**config.mk**
```make
export PLATFORM = sky130hd
export DESIGN_NAME = pwm_sixch_timer
export DESIGN_NICKNAME = d
export VERILOG_FILES = /design/src/rtl/pwm6_pkg.sv /design/src/rtl/pwm6_prescale.sv /design/src/rtl/pwm6_count_core.sv /design/src/rtl/pwm6_channel.sv /design/src/rtl/pwm_sixch_timer.sv
export SDC_FILE = /design/constraint.sdc
export NUM_CORES = 1
export LEC_CHECK = 0
export BUFFER_PORTS_ARGS = -buffer_cell sky130_fd_sc_hd__buf_2
export CAP_MARGIN = 5
export CORE_MARGIN = 3
export CORE_UTILIZATION = 42
export CTS_CLUSTER_DIAMETER = 100
export DETAILED_ROUTE_END_ITERATION = 10
export SLEW_MARGIN = 0
export SYNTH_ARGS = -nofsm -noshare
export SYNTH_HDL_FRONTEND = slang
export SYNTH_SLANG_ARGS = --single-unit
```
**constraint.sdc**
```tcl
create_clock -name clk -period 3.8 [get_ports clk]
set_input_delay 0.76 -clock clk [delete_from_list [all_inputs] [get_ports clk]]
set_output_delay 0.76 -clock clk [all_outputs]
set_load 0.02 [all_outputs]
```
**src/rtl/pwm6_pkg.sv**
```systemverilog
`timescale 1ns/1ps
package pwm6_pkg;
    // register offsets decoded by software
    localparam int OFF_CTRL    = 'h10;
    localparam int OFF_COUNT   = 'h14;
    localparam int OFF_PERIOD  = 'h18;
    localparam int OFF_CH_CTL  = 'h20;
    localparam int OFF_CH_VAL  = 'h24;
    localparam int CH_STRIDE   = 8;

    localparam logic [1:0] MODE_EVERY = 2'b01;

    typedef enum logic {
        CNT_STOPPED = 1'b0,
        CNT_RUNNING = 1'b1
    } cnt_state_e;

    // channel configuration, packed in the order of control bits 5:2
    typedef struct packed {
        logic ms_b;
        logic ms_a;
        logic el_b;
        logic el_a;
    } ch_cfg_t;
endpackage

```
**src/rtl/pwm6_prescale.sv**
```systemverilog
`timescale 1ns/1ps
module pwm6_prescale #(
    parameter int PS_W = 3
) (
    input  logic            clk,
    input  logic            rst_n,
    input  logic            run,
    input  logic            restart,
    input  logic [PS_W-1:0] ps,
    output logic            tick
);
    localparam int DIV_W = (1 << PS_W) - 1;

    logic [DIV_W-1:0] pre_q;
    logic [DIV_W-1:0] limit;

    assign limit = DIV_W'((32'd1 << ps) - 32'd1);
    assign tick  = run && (pre_q == limit);

    always_ff @(posedge clk or negedge rst_n) begin
        if (!rst_n) begin
            pre_q <= '0;
        end else if (!run || restart || tick) begin
            pre_q <= '0;
        end else begin
            pre_q <= pre_q + 1'b1;
        end
    end
endmodule

```
**src/rtl/pwm6_count_core.sv**
```systemverilog
`timescale 1ns/1ps
module pwm6_count_core
    import pwm6_pkg::*;
#(
    parameter int CNT_W = 16
) (
    input  logic             clk,
    input  logic             rst_n,
    input  logic [1:0]       clk_mode,
    input  logic             tick,
    input  logic             cnt_wr,
    input  logic             per_wr,
    input  logic [CNT_W-1:0] wr_val,
    output logic             running,
    output logic             wrap,
    output logic [CNT_W-1:0] cnt,
    output logic [CNT_W-1:0] per_act,
    output logic [CNT_W-1:0] per_buf
);
    cnt_state_e state_q;
    cnt_state_e state_d;

    // state register
    always_ff @(posedge clk or negedge rst_n) begin
        if (!rst_n) begin
            state_q <= CNT_STOPPED;
        end else begin
            state_q <= state_d;
        end
    end

    // transitions: START and HALT
    always_comb begin
        state_d = state_q;
        unique case (state_q)
            CNT_STOPPED: if (clk_mode == MODE_EVERY) state_d = CNT_RUNNING;
            CNT_RUNNING: if (clk_mode != MODE_EVERY) state_d = CNT_STOPPED;
            default:     state_d = CNT_STOPPED;
        endcase
    end

    // outputs of the state machine
    always_comb begin
        running = (state_q == CNT_RUNNING);
        wrap    = tick && (cnt == per_act);
    end

    always_ff @(posedge clk or negedge rst_n) begin
        if (!rst_n) begin
            cnt <= '0;
        end else if (cnt_wr) begin
            cnt <= '0;
        end else if (tick) begin
            cnt <= wrap ? '0 : cnt + 1'b1;
        end
    end

    always_ff @(posedge clk or negedge rst_n) begin
        if (!rst_n) begin
            per_buf <= '0;
            per_act <= '0;
        end else begin
            if (per_wr) per_buf <= wr_val;
            if (per_wr && !running) begin
                per_act <= wr_val;
            end else if (wrap) begin
                per_act <= per_buf;
            end
        end
    end
endmodule

```
**src/rtl/pwm6_channel.sv**
```systemverilog
`timescale 1ns/1ps
module pwm6_channel
    import pwm6_pkg::*;
#(
    parameter int CNT_W = 16
) (
    input  logic             clk,
    input  logic             rst_n,
    input  logic             running,
    input  logic             tick,
    input  logic             wrap,
    input  logic [CNT_W-1:0] cnt,
    input  logic             ctl_wr,
    input  logic             val_wr,
    input  logic [7:0]       ctl_wdata,
    input  logic [CNT_W-1:0] val_wdata,
    output logic             pwm,
    output logic [7:0]       ctl_rd,
    output logic [CNT_W-1:0] val_rd
);
    ch_cfg_t          cfg_q;
    logic             flag_q;
    logic [CNT_W-1:0] cv_buf;
    logic [CNT_W-1:0] cv_act;
    logic             hit;
    logic             edge_mode;
    logic             enable;
    logic             invert;
    logic             below;
    logic             unused_ctl;

    assign unused_ctl = ^{ctl_wdata[6], ctl_wdata[1:0]};
    assign hit        = tick && (cnt == cv_act);

    always_ff @(posedge clk or negedge rst_n) begin
        if (!rst_n) begin
            cfg_q  <= '0;
            flag_q <= 1'b0;
        end else begin
            if (ctl_wr) cfg_q <= ch_cfg_t'(ctl_wdata[5:2]);
            if (hit) begin
                flag_q <= 1'b1;
            end else if (ctl_wr && ctl_wdata[7]) begin
                flag_q <= 1'b0;
            end
        end
    end

    always_ff @(posedge clk or negedge rst_n) begin
        if (!rst_n) begin
            cv_buf <= '0;
            cv_act <= '0;
        end else begin
            if (val_wr) cv_buf <= val_wdata;
            if (val_wr && !running) begin
                cv_act <= val_wdata;
            end else if (wrap) begin
                cv_act <= cv_buf;
            end
        end
    end

    always_comb begin
        edge_mode = cfg_q.ms_b && !cfg_q.ms_a;
        enable    = edge_mode && (cfg_q.el_b || cfg_q.el_a);
        invert    = cfg_q.el_a && !cfg_q.el_b;
        below     = (cnt < cv_act);
        pwm       = enable && (below ^ invert);
        ctl_rd    = {flag_q, 1'b0, cfg_q.ms_b, cfg_q.ms_a, cfg_q.el_b, cfg_q.el_a, 2'b00};
        val_rd    = cv_buf;
    end
endmodule

```
**src/rtl/pwm_sixch_timer.sv**
```systemverilog
`timescale 1ns/1ps
module pwm_sixch_timer
    import pwm6_pkg::*;
#(
    parameter int NUM_CH = 6,
    parameter int CNT_W  = 16,
    parameter int PS_W   = 3,
    parameter int ADDR_W = 8,
    parameter int DATA_W = 32
) (
    input  logic              clk,
    input  logic              rst_n,
    input  logic [ADDR_W-1:0] bus_addr,
    input  logic              bus_we,
    input  logic [DATA_W-1:0] bus_wdata,
    output logic [DATA_W-1:0] bus_rdata,
    output logic [NUM_CH-1:0] pwm_out
);
    localparam int MODE_LSB = PS_W;

    logic [1:0]      mode_q;
    logic [PS_W-1:0] ps_q;
    logic            ctrl_hit;
    logic            cnt_hit;
    logic            per_hit;
    logic            cnt_wr;
    logic            per_wr;
    logic            tick;
    logic            running;
    logic            wrap;
    logic [CNT_W-1:0] cnt_val;
    logic [CNT_W-1:0] per_act;
    logic [CNT_W-1:0] per_buf;
    logic [NUM_CH-1:0] ch_ctl_hit;
    logic [NUM_CH-1:0] ch_val_hit;
    logic [NUM_CH-1:0][7:0]       ch_ctl_rd;
    logic [NUM_CH-1:0][CNT_W-1:0] ch_val_rd;
    logic unused_wdata;

    assign unused_wdata = ^bus_wdata[DATA_W-1:CNT_W];

    assign ctrl_hit = (bus_addr == ADDR_W'(OFF_CTRL));
    assign cnt_hit  = (bus_addr == ADDR_W'(OFF_COUNT));
    assign per_hit  = (bus_addr == ADDR_W'(OFF_PERIOD));
    assign cnt_wr   = bus_we && cnt_hit;
    assign per_wr   = bus_we && per_hit;

    always_ff @(posedge clk or negedge rst_n) begin
        if (!rst_n) begin
            mode_q <= 2'b00;
            ps_q   <= '0;
        end else if (bus_we && ctrl_hit) begin
            mode_q <= bus_wdata[MODE_LSB+1:MODE_LSB];
            ps_q   <= bus_wdata[PS_W-1:0];
        end
    end

    pwm6_prescale #(.PS_W(PS_W)) u_pre (
        .clk     (clk),
        .rst_n   (rst_n),
        .run     (running),
        .restart (cnt_wr),
        .ps      (ps_q),
        .tick    (tick)
    );

    pwm6_count_core #(.CNT_W(CNT_W)) u_core (
        .clk      (clk),
        .rst_n    (rst_n),
        .clk_mode (mode_q),
        .tick     (tick),
        .cnt_wr   (cnt_wr),
        .per_wr   (per_wr),
        .wr_val   (bus_wdata[CNT_W-1:0]),
        .running  (running),
        .wrap     (wrap),
        .cnt      (cnt_val),
        .per_act  (per_act),
        .per_buf  (per_buf)
    );

    for (genvar n = 0; n < NUM_CH; n++) begin : g_ch
        assign ch_ctl_hit[n] = (bus_addr == ADDR_W'(OFF_CH_CTL + CH_STRIDE * n));
        assign ch_val_hit[n] = (bus_addr == ADDR_W'(OFF_CH_VAL + CH_STRIDE * n));

        pwm6_channel #(.CNT_W(CNT_W)) u_ch (
            .clk       (clk),
            .rst_n     (rst_n),
            .running   (running),
            .tick      (tick),
            .wrap      (wrap),
            .cnt       (cnt_val),
            .ctl_wr    (bus_we && ch_ctl_hit[n]),
            .val_wr    (bus_we && ch_val_hit[n]),
            .ctl_wdata (bus_wdata[7:0]),
            .val_wdata (bus_wdata[CNT_W-1:0]),
            .pwm       (pwm_out[n]),
            .ctl_rd    (ch_ctl_rd[n]),
            .val_rd    (ch_val_rd[n])
        );
    end

    always_comb begin
        bus_rdata = '0;
        if (ctrl_hit) bus_rdata = DATA_W'({mode_q, ps_q});
        if (cnt_hit)  bus_rdata = DATA_W'(cnt_val);
        if (per_hit)  bus_rdata = DATA_W'(per_buf);
        for (int n = 0; n < NUM_CH; n++) begin
            if (ch_ctl_hit[n]) bus_rdata = DATA_W'(ch_ctl_rd[n]);
            if (ch_val_hit[n]) bus_rdata = DATA_W'(ch_val_rd[n]);
        end
    end
endmodule

```
* Word level (Yosys, flattened, before mapping)
Cells that the tools add are included.
** Operators by class
- Add/subtract/negate cells :: 3
- $lt $le $gt $ge :: 6
- Eq/ne operators :: 25
- Shifts and indexed selects :: 1
- Mux-type cells :: 48
- Bitwise operators :: 7
- Reduce and logical (&&, ||, !) cells :: 95
** Operators with widths (number)
- $mux W32 :: 14
- $mux W16 :: 17
- $eq A16 B16 Y1 :: 7
- $lt A16 B16 Y1 :: 6
- $eq A8 B6 Y1 const B :: 8
- $logic_and A1 B1 Y1 :: 60
- $eq A8 B7 Y1 const B :: 4
- $reduce_bool A2 Y1 :: 14
- $eq A8 B5 Y1 const B :: 3
- $add A16 B1 Y16 const B :: 1
- $mux W1 :: 14
- $logic_not A1 Y1 :: 13
- $logic_or A1 B1 Y1 :: 8
- $add A7 B1 Y7 const B :: 1
- $eq A7 B7 Y1 :: 1
- $mux W7 :: 1
- $shl A1 B3 Y7 const A :: 1
- $sub A7 B1 Y7 const B :: 1
- $xor A1 B1 Y1 :: 6
- $mux W5 :: 1
- $eq A2 B1 Y1 const B :: 1
- $ne A2 B1 Y1 const B :: 1
- $pmux W1 S2 :: 1
- $not A1 Y1 :: 1
** Storage, ports and cells
- Bits in registers :: 283
- Input port bits :: 43
- Output and inout bits :: 38
- Word-level logic and storage cells :: 234

* Logic depth before layout (Yosys ltp)
Gate-level depths: netlist of the first run.
- Depth after elaboration :: 16
- Gate-level depth with buffers :: 10
- Depth with buffers taken out :: 8

* By module
Synthesis of the first run repeated with hierarchy kept, for this count alone.
** Unflattened totals
- Cells, all modules :: 1703
- Area, all modules :: 17077.6 um^2
** By module, submodules not included
- pwm6_channel :: instances 6, cells an instance 181, area an instance 1971.9 um^2, seq. area each 925.9 um^2
- pwm6_count_core :: instances 1, cells an instance 255, area an instance 2539.9 um^2, seq. area each 1226.2 um^2
- pwm_sixch_timer :: instances 1, cells an instance 309, area an instance 2189.6 um^2, seq. area each 125.1 um^2
- pwm6_prescale :: instances 1, cells an instance 53, area an instance 516.7 um^2, seq. area each 175.2 um^2

* Worst setup path after synthesis of the first run
No wires, ideal clock.
- Path type :: input port to output port
- Start :: input bus_addr[3]
- End :: output bus_rdata[5]
- Arrival time :: 2537 ps
- Required time :: 3040 ps
- Slack :: 503 ps
- Stages on the path :: 9
- Buffers on the path :: 3
- Cell sequence :: clkbuf_1 -> clkbuf_1 -> clkbuf_1 -> nor2_1 -> nor2_1 -> a21oi_1 -> o32ai_1 -> a21oi_1 -> o21ai_0
** Between the ends
- Word-level cells in the longest chain between the ends :: 15
- Elaborated cells on any way between the ends :: 28
- Classes of those cells :: eq/ne: 14; mux: 14
** RTL lines
- start, declared :: RTL line pwm_sixch_timer.sv:13 : input logic [ADDR_W-1:0] bus_addr,
- $eq A8 B5 Y1 :: RTL line pwm_sixch_timer.sv:43 : assign cnt_hit = (bus_addr == ADDR_W'(OFF_COUNT));
- $mux W32 :: RTL line pwm_sixch_timer.sv:106 : if (cnt_hit) bus_rdata = DATA_W'(cnt_val);
- $mux W32 :: RTL line pwm_sixch_timer.sv:107 : if (per_hit) bus_rdata = DATA_W'(per_buf);
- $mux W32 :: RTL line pwm_sixch_timer.sv:109 : if (ch_ctl_hit[n]) bus_rdata = DATA_W'(ch_ctl_rd[n]);
- $mux W32 :: RTL line pwm_sixch_timer.sv:110 : if (ch_val_hit[n]) bus_rdata = DATA_W'(ch_val_rd[n]);
- $mux W32 :: RTL line pwm_sixch_timer.sv:109
- $mux W32 :: RTL line pwm_sixch_timer.sv:110
- $mux W32 :: RTL line pwm_sixch_timer.sv:109
- $mux W32 :: RTL line pwm_sixch_timer.sv:110
- $mux W32 :: RTL line pwm_sixch_timer.sv:109
- $mux W32 :: RTL line pwm_sixch_timer.sv:110
- $mux W32 :: RTL line pwm_sixch_timer.sv:109
- $mux W32 :: RTL line pwm_sixch_timer.sv:110
- $mux W32 :: RTL line pwm_sixch_timer.sv:109
- $mux W32 * :: RTL line pwm_sixch_timer.sv:110
- end, declared :: RTL line pwm_sixch_timer.sv:16 : output logic [DATA_W-1:0] bus_rdata,
Mark *: on every way between the ends. The rest lies on a longest branch, timed or not.

* Final worst setup path of the first run
- Start :: register u_core.cnt[5]
- End :: output pwm_out[3]
** Between the ends
- Word-level cells in the longest chain between the ends :: 3
** RTL lines
- start, declared :: RTL line pwm6_count_core.sv:16 : output logic [CNT_W-1:0] cnt,
- start signal, assigned :: RTL line pwm6_count_core.sv:54 : cnt <= wrap ? '0 : cnt + 1'b1;
- $lt A16 B16 Y1 :: RTL line pwm6_channel.sv:67 : below = (cnt < cv_act);
- $xor A1 B1 Y1 :: RTL line pwm6_channel.sv:68 : pwm = enable && (below ^ invert);
- $logic_and A1 B1 Y1 :: RTL line pwm6_channel.sv:68
- end, declared :: RTL line pwm_sixch_timer.sv:17 : output logic [NUM_CH-1:0] pwm_out
Every way passes these cells.

==> flow_metrics.py, run 1 <==
metrics = {
    "run_status": {
        "status": "finished, final reports clean",
    },
    "worst_setup_path": {
        "ff2ff_setup_slack_ns": 0.62,
        "r2r-start": "u_core.cnt[13]$_DFFE_PN0P_",
        "worstReg2RegEnd": "g_ch[2].u_ch.cv_act[6]$_DFFE_PN0P_",
        "reg2regPathDepth": 7,
        "cp_max_fo": 9,
        "path_class": "reg2out",
        "cp.arrival_ns": 2.97,
        "worst_setup_path_start_kind": "flip-flop",
        "cp-end-kind": "primary output",
        "worstPathRequired_ns": 3.04,
    },
    "synthesis": {
        "syn_inst": 1528,
        "ys_seq_elements": 283,
        "syn_avg_cell_area_um2": 10.4,
        "synthFlopType": "dfrtp_1",
        "synth_enable_flop_cells": 0,
        "synth_cell_types": 79,
        "netlist_area_um2": 15900,
        "postSynth.asyncResetShare": 1.00,
        "yosysSeqAreaShare": 0.444,
        "ys_warn_count": 0,
    },
    "timing": {
        "finalSetupViolCount": 0,
        "max_freq_ghz": 0.268,
        "worstMarginPinSlew_ns": 1.20,
        "min_period_over_period": 0.980,
        "rsz0062_at_grt": "false",
        "slew-limit-headroom": 0.200,
        "skew_ns": 0.0205,
        "hold_viol": 0,
        "finalMaxSlewViolations": 0,
        "whs_ns": 0.211,
        "period_needed_ns": 3.73,
        "tns_ns": 0,
    },
    "final_layout": {
        "layout-drive-gt1-share": 0.227,
        "fillers": 3403,
        "final_common_cell": "dfrtp_1",
        "syn2layout_area_growth_pct": 13.8,
        "nNetsFinal": 1729,
        "final_cell_mix": "278 x dfrtp_1, 137 x mux2_2, 103 x inv_1, 98 x ha_1, 92 x o21ai_0",
        "diodes": 0,
    },
    "global_routing": {
        "gr-usage-met2": 0.401,
        "grt_start_max_net_pins": 90,
        "grt-ovfl-total": 0,
        "antenna_found_initial": 0,
        "grt_pass1_vias": 12500,
        "grtUsageMet1": 0.342,
        "grtUsageTotal": 0.245,
        "met3_usage": 0.0353,
        "grt_pass1_wl_mm": 77.1,
        "busiest_layer": "met2",
    },
    "die": {
        "start_util": 0.430,
        "core-area_um2": 37000,
        "ios": 81,
        "rows": 70,
        "dieArea_um2": 40300,
        "die_w_um": 201,
        "die_y_um": 201,
    },
    "clock_network": {
        "clock_latency_ns": 0.52,
        "clk_pin_slew_ns": 0.06,
        "hold_buffers": 0,
        "clock_sinks": 283,
        "post_cts_buffers": 0,
        "root_buffer": "clkbuf_16",
        "cts_tree": "done",
        "cts_max_level": 2,
        "clockBufferDepth": 3,
        "numCtsBuffers": 34,
    },
    "placement": {
        "gp_congestion": 0.913,
        "io_buffers": 48,
        "hpwlAfterDp_mm": 36.3,
    },
    "flow_run": {
        "cap_violations": 0,
    },
    "pwr": {
        "ir_drop_mv": 0.255,
        "pwr_density_cell_nw_per_um2": 447,
        "p_leak_uw": 0.00869,
    },
    "route": {
        "detail_route.iter0.violations": 1186,
        "wl_per_cell_um": 23.9,
        "drcViolationCount": 0,
        "antenna_left": 0,
        "routed_wl_mm": 50.6,
        "dr_total_vias": 12700,
        "drtPass1Iterations": 8,
        "via_per_inst": 6.00,
    },
    "worst_hold_path": {
        "hold_class": "in2async",
    },
}
==> power breakdown <==
group	internal [µW]	switching [µW]
clock	2010	1290
sequential	3200	222
combinational	582	807
total	5800	2320
==> what timing repair did <==
item	in CTS	in global routing
pin swaps	1	1
gates resized for setup	5	7
endpoints found under the setup margin	5	3
==> cell usage after synthesis, types with 3 or more instances <==
cell type | n | area [µm²]
buf_4 | 25 | 188
mux4_2 | 6 | 135
o32ai_1 | 21 | 184
mux2i_1 | 31 | 310
nand2_1 | 80 | 300
buf_2 | 9 | 45.0
a22oi_1 | 23 | 173
buf_1 | 6 | 22.5
o41ai_1 | 4 | 35.0
a221oi_1 | 5 | 43.8
xnor2_1 | 18 | 158
a31oi_1 | 10 | 62.6
o21ai_0 | 92 | 460
a211oi_1 | 8 | 60.1
and2_1 | 3 | 18.8
or2b_1 | 5 | 37.5
nor2_1 | 72 | 270
a22o_1 | 26 | 228
a221o_1 | 13 | 130
a222oi_1 | 20 | 200
o31ai_1 | 5 | 37.5
nand3_1 | 44 | 220
nand2b_1 | 14 | 87.6
nor2b_1 | 12 | 75.1
and3_1 | 8 | 50.1
nand3b_1 | 5 | 37.5
or3_1 | 9 | 56.3
mux2_2 | 137 | 1540
or2_2 | 5 | 31.3
xor2_1 | 5 | 43.8
o211ai_1 | 7 | 52.6
nor3_1 | 37 | 185
o221a_2 | 11 | 124
o2bb2ai_1 | 4 | 35.0
clkbuf_1 | 72 | 270
a21o_1 | 34 | 255
o21bai_1 | 3 | 22.5
o22ai_1 | 17 | 106
a21oi_1 | 57 | 285
dfrtp_1 | 283 | 7080
nand4_1 | 24 | 150
ha_1 | 98 | 1230
inv_1 | 103 | 387
o21a_1 | 9 | 67.6
==> state kept, by name, indices dropped and copies added, names as in the netlist <==
signal / flops
g_ch.u_ch.ctl_rd: 24
g_ch.u_ch.cv_act: 96
g_ch.u_ch.flag_q: 6
g_ch.u_ch.val_rd: 96
mode_q: 2
ps_q: 3
u_core.cnt: 16
u_core.per_act: 16
u_core.per_buf: 16
u_core.running: 1
u_pre.pre_q: 7
==> worst max-delay path, cell delays in order, from the launching register on <==
cell and delay (ns):
dfrtp_1 0.50, buf_4 0.26, ha_1 0.23, a2111oi_0 0.45, nand3_1 0.15, a31oi_1 0.25, o21bai_2 0.15, mux2i_1 0.24
buf_2 0.22
==> cells by family after synthesis <==
| kind of cell | Yosys count | share of synthesized area |
|---|---|---|
| mux | 174 | 0.125 |
| simple gates | 342 | 0.111 |
| fa+ha+maj | 98 | 0.0769 |
| flops | 283 | 0.444 |
| compound gates | 386 | 0.170 |
| buf+inv | 221 | 0.0609 |
| other cells | 1 | 0.000235 |
| xor+xnor | 23 | 0.0126 |
==> through the flow <==
| step | utilization | std cells | total power, µW | setup WS, ns | cell area (µm²) |
|---|---|---|---|---|---|
| floorplan | - | 1543 | 4230 | 0.503 | 16000 |
| global placement | 0.458 | 2056 | 4770 | 0.407 | 17000 |
| detailed placement | 0.458 | 2056 | 4820 | 0.399 | 17000 |
| CTS | 0.489 | 2113 | 8130 | 0.0187 | 18100 |
| global route | 0.490 | 2113 | 8450 | 0.00148 | 18100 |
| finish | 0.490 | 2113 | 8110 | 0.0744 | 18100 |
==> area by class of cell <==
type	count	area, µm²	area share
clock buffer	48	1030	0.0566
timing repair buffer	126	886	0.0488
sequential	283	7090	0.391
multi-input combinational	1039	8030	0.442
clock inverter	9	100	0.00552
tap	504	631	0.0347
inverter	104	390	0.0215
==> worst max-delay path by stage <==
stage,startpoint,end
after CTS,u_core.cnt[11]$_DFFE_PN0P_,pwm_out[2]
after detailed placement,bus_addr[4],bus_rdata[2]
after floorplan,bus_addr[3],bus_rdata[5]
after global routing,u_core.cnt[11]$_DFFE_PN0P_,pwm_out[2]
after global placement,bus_addr[3],bus_rdata[15]
final,u_core.cnt[5]$_DFFE_PN0P_,pwm_out[3]
==> routing by layer <==
layer	routed length, µm	up-vias
met2	24200	424
met5	0	-
li1	-	5700
met4	1240	0
met1	22100	6473
met3	3090	87
Note: power is estimated with default switching activity, not from simulation.
==> run 2, diff against run 1 <==
--- a/config.mk
+++ b/config.mk
@@ -7,10 +7,13 @@
 export LEC_CHECK = 0
 export BUFFER_PORTS_ARGS = -buffer_cell sky130_fd_sc_hd__buf_2
 export CAP_MARGIN = 5
+export CELL_PAD_IN_SITES_DETAIL_PLACEMENT = 1
+export CELL_PAD_IN_SITES_GLOBAL_PLACEMENT = 1
 export CORE_MARGIN = 3
 export CORE_UTILIZATION = 42
 export CTS_CLUSTER_DIAMETER = 100
 export DETAILED_ROUTE_END_ITERATION = 10
+export PLACE_DENSITY_LB_ADDON = 0.1
 export SLEW_MARGIN = 0
 export SYNTH_ARGS = -nofsm -noshare
 export SYNTH_HDL_FRONTEND = slang
==> flow_metrics.py, run 2 (synthesis gave the netlist of run 1 again) <==
metrics = {
    "global_routing": {
        "grt_pass1_vias": 13500,
        "grtUsageTotal": 0.274,
        "antenna_found_initial": 0,
        "grt_pass1_wl_mm": 85.2,
        "grt-ovfl-total": 0,
        "grt_start_max_net_pins": 90,
    },
    "timing": {
        "min_period_over_period": 0.982,
        "finalMaxSlewViolations": 0,
        "max_freq_ghz": 0.268,
        "worstMarginPinSlew_ns": 1.10,
        "period_needed_ns": 3.73,
        "finalSetupViolCount": 0,
        "tns_ns": 0,
        "slew-limit-headroom": 0.261,
        "hold_viol": 0,
        "rsz0062_at_grt": "false",
        "skew_ns": 0.0137,
    },
    "clock_network": {
        "clock_latency_ns": 0.54,
        "root_buffer": "clkbuf_16",
        "numCtsBuffers": 35,
        "cts_max_level": 2,
        "cts_tree": "done",
        "clockBufferDepth": 3,
        "clock_sinks": 283,
        "hold_buffers": 0,
        "clk_pin_slew_ns": 0.06,
    },
    "final_layout": {
        "syn2layout_area_growth_pct": 15.2,
        "layout-drive-gt1-share": 0.233,
        "final_common_cell": "dfrtp_1",
        "final_cell_mix": "274 x dfrtp_1, 137 x mux2_2, 102 x inv_1, 98 x ha_1, 91 x o21ai_0",
        "diodes": 0,
        "nNetsFinal": 1729,
    },
    "worst_setup_path": {
        "worstReg2RegEnd": "g_ch[0].u_ch.cv_act[3]$_DFFE_PN0P_",
        "cp-startpoint": "u_core.cnt[14]$_DFFE_PN0P_",
        "cp-end-kind": "primary output",
        "worst_setup_path_start_kind": "flip-flop",
        "crit_end": "pwm_out[5]",
        "r2r-start": "u_core.cnt[1]$_DFFE_PN0P_",
        "cp.depth": 7,
        "timing.critical_path.buf_inv": 1,
        "max_stage_delay_ns": 0.70,
        "cpMaxStageDelayCell": "dfrtp_1",
        "cp_top_family": "compound AO/OA/AOI/OAI gates",
        "reg2regPathDepth": 9,
        "ff2ff_setup_slack_ns": 0.52,
        "worstPathRequired_ns": 3.04,
        "path_class": "reg2out",
        "cp.arrival_ns": 2.97,
        "cp_max_fo": 9,
        "worstPathCellList": "ha_1 -> a21o_1 -> a21oi_1 -> o21ai_0 -> a211oi_2 -> mux2i_1 -> buf_2",
    },
    "die": {
        "die_w_um": 201,
        "rows": 70,
        "dieArea_um2": 40300,
        "core-area_um2": 37000,
        "start_util": 0.430,
        "die_y_um": 201,
        "ios": 81,
    },
    "run_status": {
        "status": "finished, final reports clean",
    },
    "pwr": {
        "p_leak_uw": 0.00877,
        "pwr_density_cell_nw_per_um2": 476,
        "p_total_uw": 8750,
        "ir_drop_mv": 0.321,
    },
    "worst_hold_path": {
        "hold_class": "in2async",
    },
    "route": {
        "dr_total_vias": 12900,
        "drcViolationCount": 0,
        "drtPass1Iterations": 6,
        "routed_wl_mm": 55.5,
        "wl_per_cell_um": 26.2,
        "antenna_left": 0,
        "via_per_inst": 6.07,
        "detail_route.iter0.violations": 901,
    },
    "placement": {
        "hpwlAfterDp_mm": 39.8,
        "gp_congestion": 0.914,
        "io_buffers": 48,
    },
    "flow_run": {
        "cap_violations": 0,
    },
}
## run 2: changes by cell type in the layout (fill, tap and decap cells not counted), sizes merged
cell      previous run  this run
clkinvlp             2         3
buf                126       125
inv                103       102
bufinv               2         9
clkbuf              48        46
## run 2: stage by stage
step                      area [µm²]   util  std cells  setup slack [ns]  hold WS [ns]
after global routing           18400  0.496       2117           0.00991         0.297
after detailed placement       17000  0.458       2052             0.166         0.457
after floorplan                16000      -       1543             0.503         0.418
final                          18400  0.496       2117            0.0674         0.247
after CTS                      18300  0.494       2114            0.0216         0.268
after global placement         17000  0.458       2052             0.209         0.449
## run 2: how the worst min path moves through the flow
stage,end,slack [ns],cells after the start
4_1_cts,g_ch[3].u_ch.cv_act[4]$_DFFE_PN0P_,0.27,1
6_report,u_pre.pre_q[6]$_DFF_PN0_,0.25,1
2_1_floorplan,u_core.running$_DFF_PN0_,0.42,1
5_1_grt,u_pre.pre_q[6]$_DFF_PN0_,0.30,1
3_5_place_dp,u_core.running$_DFF_PN0_,0.46,1
3_3_place_gp,u_core.running$_DFF_PN0_,0.45,1
## run 2: power breakdown
| group | leakage, µW | switching [µW] | internal, µW |
|---|---|---|---|
| logic | 0.00446 | 839 | 599 |
| clock network | 0.000650 | 1370 | 2500 |
| registers | 0.00366 | 241 | 3200 |
## run 2: worst reg2reg max path, delay by kind of cell, from the launching register on
family	cells	cell delay (ns)
buffers and inverters	3	0.97
XOR/XNOR	1	0.17
AO/OA/AOI/OAI	2	0.38
flip-flops	1	0.57
AND/OR/NAND/NOR	3	1.03
## run 2: repair_timing
action,in CTS,in global routing
gates resized for setup,10,12
pin swaps,0,2
buffers inserted,0,3
setup endpoints to repair,5,4
## run 2: routing by layer
metal | part of all wire | track usage
met5 | 0 | 0
met4 | 0.035 | 0.101
met3 | 0.051 | 0.0388
met2 | 0.47 | 0.432
met1 | 0.45 | 0.386
## run 2: area by class of cell
| class | count | area, µm² |
|---|---|---|
| flip-flops and latches | 283 | 7090 |
| clock buffers | 46 | 1020 |
| clock inverters | 16 | 310 |
| well taps | 504 | 631 |
| multi-input cells | 1039 | 8050 |
| inverters | 104 | 394 |
| repair buffers | 125 | 881 |
| fillers | 4036 | 18700 |
==> run 3, diff against run 2 <==
--- a/config.mk
+++ b/config.mk
@@ -14,6 +14,7 @@
 export CTS_CLUSTER_DIAMETER = 100
 export DETAILED_ROUTE_END_ITERATION = 10
 export PLACE_DENSITY_LB_ADDON = 0.1
+export REMOVE_ABC_BUFFERS = 1
 export SLEW_MARGIN = 0
 export SYNTH_ARGS = -nofsm -noshare
 export SYNTH_HDL_FRONTEND = slang
==> flow_metrics.py, run 3 (synthesis gave the netlist of run 1 again) <==
metrics = {
    "run_status": {
        "status": "finished, final reports clean",
    },
    "route": {
        "detail_route.iter0.violations": 830,
        "drcViolationCount": 0,
        "via_per_inst": 5.99,
        "wl_per_cell_um": 25.4,
        "dr_total_vias": 12700,
        "antenna_left": 0,
        "routed_wl_mm": 53.9,
        "drtPass1Iterations": 5,
    },
    "worst_setup_path": {
        "path_class": "reg2out",
        "worstPathCellList": "ha_1 -> a21o_1 -> a21o_1 -> a21oi_1 -> o21ai_0 -> a211oi_1 -> buf_4 -> mux2i_1 -> buf_2",
        "cp_max_fo": 11,
        "worst_setup_path_start_kind": "flip-flop",
        "r2r-start": "u_core.cnt[7]$_DFFE_PN0P_",
        "cp.arrival_ns": 2.95,
        "cp-end-kind": "primary output",
        "cpMaxStageDelayCell": "dfrtp_2",
        "path_common_cell": "a21o_1",
        "worstPathRequired_ns": 3.04,
        "ff2ff_setup_slack_ns": 0.59,
        "worstReg2RegEnd": "g_ch[0].u_ch.cv_act[13]$_DFFE_PN0P_",
        "reg2regPathDepth": 9,
        "max_stage_delay_ns": 0.53,
    },
    "final_layout": {
        "fillers": 4032,
        "syn2layout_area_growth_pct": 14.9,
        "post-route-util": 0.495,
        "nNetsFinal": 1741,
        "layout-drive-gt1-share": 0.236,
        "final_cell_mix": "273 x dfrtp_1, 137 x mux2_2, 102 x inv_1, 98 x ha_1, 92 x o21ai_0",
        "final_common_cell": "dfrtp_1",
    },
    "die": {
        "die_y_um": 201,
        "die_w_um": 201,
        "dieArea_um2": 40300,
        "ios": 81,
        "start_util": 0.430,
        "core-area_um2": 37000,
        "rows": 70,
    },
    "clock_network": {
        "clk_pin_slew_ns": 0.06,
        "cts_max_level": 2,
        "cts_tree": "done",
        "root_buffer": "clkbuf_16",
        "clock_sinks": 283,
        "clockBufferDepth": 3,
        "hold_buffers": 0,
        "numCtsBuffers": 36,
        "clock_latency_ns": 0.54,
    },
    "flow_run": {
        "cap_violations": 0,
    },
    "global_routing": {
        "grt_pass1_wl_mm": 82.4,
        "grt_pass1_vias": 13400,
        "grt-ovfl-total": 0,
        "antenna_found_initial": 1,
        "grt_start_max_net_pins": 93,
        "grtUsageTotal": 0.265,
    },
    "placement": {
        "hpwlAfterDp_mm": 39.2,
        "gp_congestion": 0.934,
        "pre_cts_ws_ns": 0.297,
        "io_buffers": 48,
    },
    "timing": {
        "period_needed_ns": 3.71,
        "hold_viol": 0,
        "whs_ns": 0.221,
        "worstMarginPinSlew_ns": 0.973,
        "tns_ns": 0,
        "min_period_over_period": 0.977,
        "skew_ns": 0.0118,
        "finalSetupViolCount": 0,
        "slew-limit-headroom": 0.349,
        "max_freq_ghz": 0.269,
        "finalMaxSlewViolations": 0,
        "rsz0062_at_grt": "true",
        "setup_ws_ns": 0.0882,
    },
    "pwr": {
        "pwr_density_cell_nw_per_um2": 455,
        "p_leak_uw": 0.00876,
        "p_total_uw": 8330,
        "ir_drop_mv": 0.295,
    },
    "worst_hold_path": {
        "hold_class": "in2async",
    },
}
==> run 3: worst max-delay path: cells and delay by family, from the launching register on <==
kind            cells  cell delay (ns)
mux                 1             0.17
buf+inv             2             0.37
flops               1             0.53
fa+ha+maj           1             0.38
compound gates      5             0.96
==> run 3: final cells by class <==
class	instances	area, µm²	area share
Clock inverter	7	87.6	0.00478
Clock buffer	51	1090	0.0594
Antenna cell	1	2.50	0.000137
Inverter	104	394	0.0215
Sequential cell	283	7090	0.387
Multi-Input combinational cell	1039	8030	0.438
Timing Repair Buffer	136	998	0.0545
Tap cell	504	631	0.0344
==> run 3: routing by layer <==
layer | vias to the layer above | share of wire | track usage
li1 | 5736 | - | -
met1 | 6594 | 0.44 | 0.362
met2 | 330 | 0.48 | 0.439
met3 | 76 | 0.054 | 0.0391
met4 | 0 | 0.025 | 0.0755
met5 | - | 0 | 0
==> run 3: report_power, final <==
part / internal [µW] / total (µW) / switching (µW)
Clock: 2110 / 3450 / 1340
Sequential: 3200 / 3440 / 232
Combinational: 619 / 1450 / 828
==> run 3: timing repair <==
item                                    4_1_cts  5_1_grt
endpoints found under the setup margin        4        4
buffers inserted                              1        5
gates resized for setup                      12        6
pin swaps                                     0        1
==> run 3: worst max path at each step <==
stage                               startpoint                             endpoint  slack (ns)  cells past startpoint
finish              u_core.cnt[13]$_DFFE_PN0P_                           pwm_out[5]        0.09                      9
global route         u_core.cnt[9]$_DFFE_PN0P_                           pwm_out[0]      -0.007                      9
CTS                  u_core.cnt[1]$_DFFE_PN0P_                           pwm_out[0]        0.02                     10
detailed placement                 bus_addr[3]                        bus_rdata[10]        0.30                      8
global placement                   bus_addr[3]                        bus_rdata[10]        0.30                      8
floorplan             u_core.running$_DFF_PN0_  g_ch[2].u_ch.cv_act[10]$_DFFE_PN0P_       -0.06                      5
==> run 3: per-stage QoR <==
| stage | instance area, µm² | instances |
|---|---|---|
| 6_report | 18300 | 2125 |
| 5_1_grt | 18300 | 2124 |
| 4_1_cts | 18300 | 2119 |
| 3_5_place_dp | 17000 | 2060 |
| 3_3_place_gp | 17000 | 2060 |
| 2_1_floorplan | 15400 | 1426 |
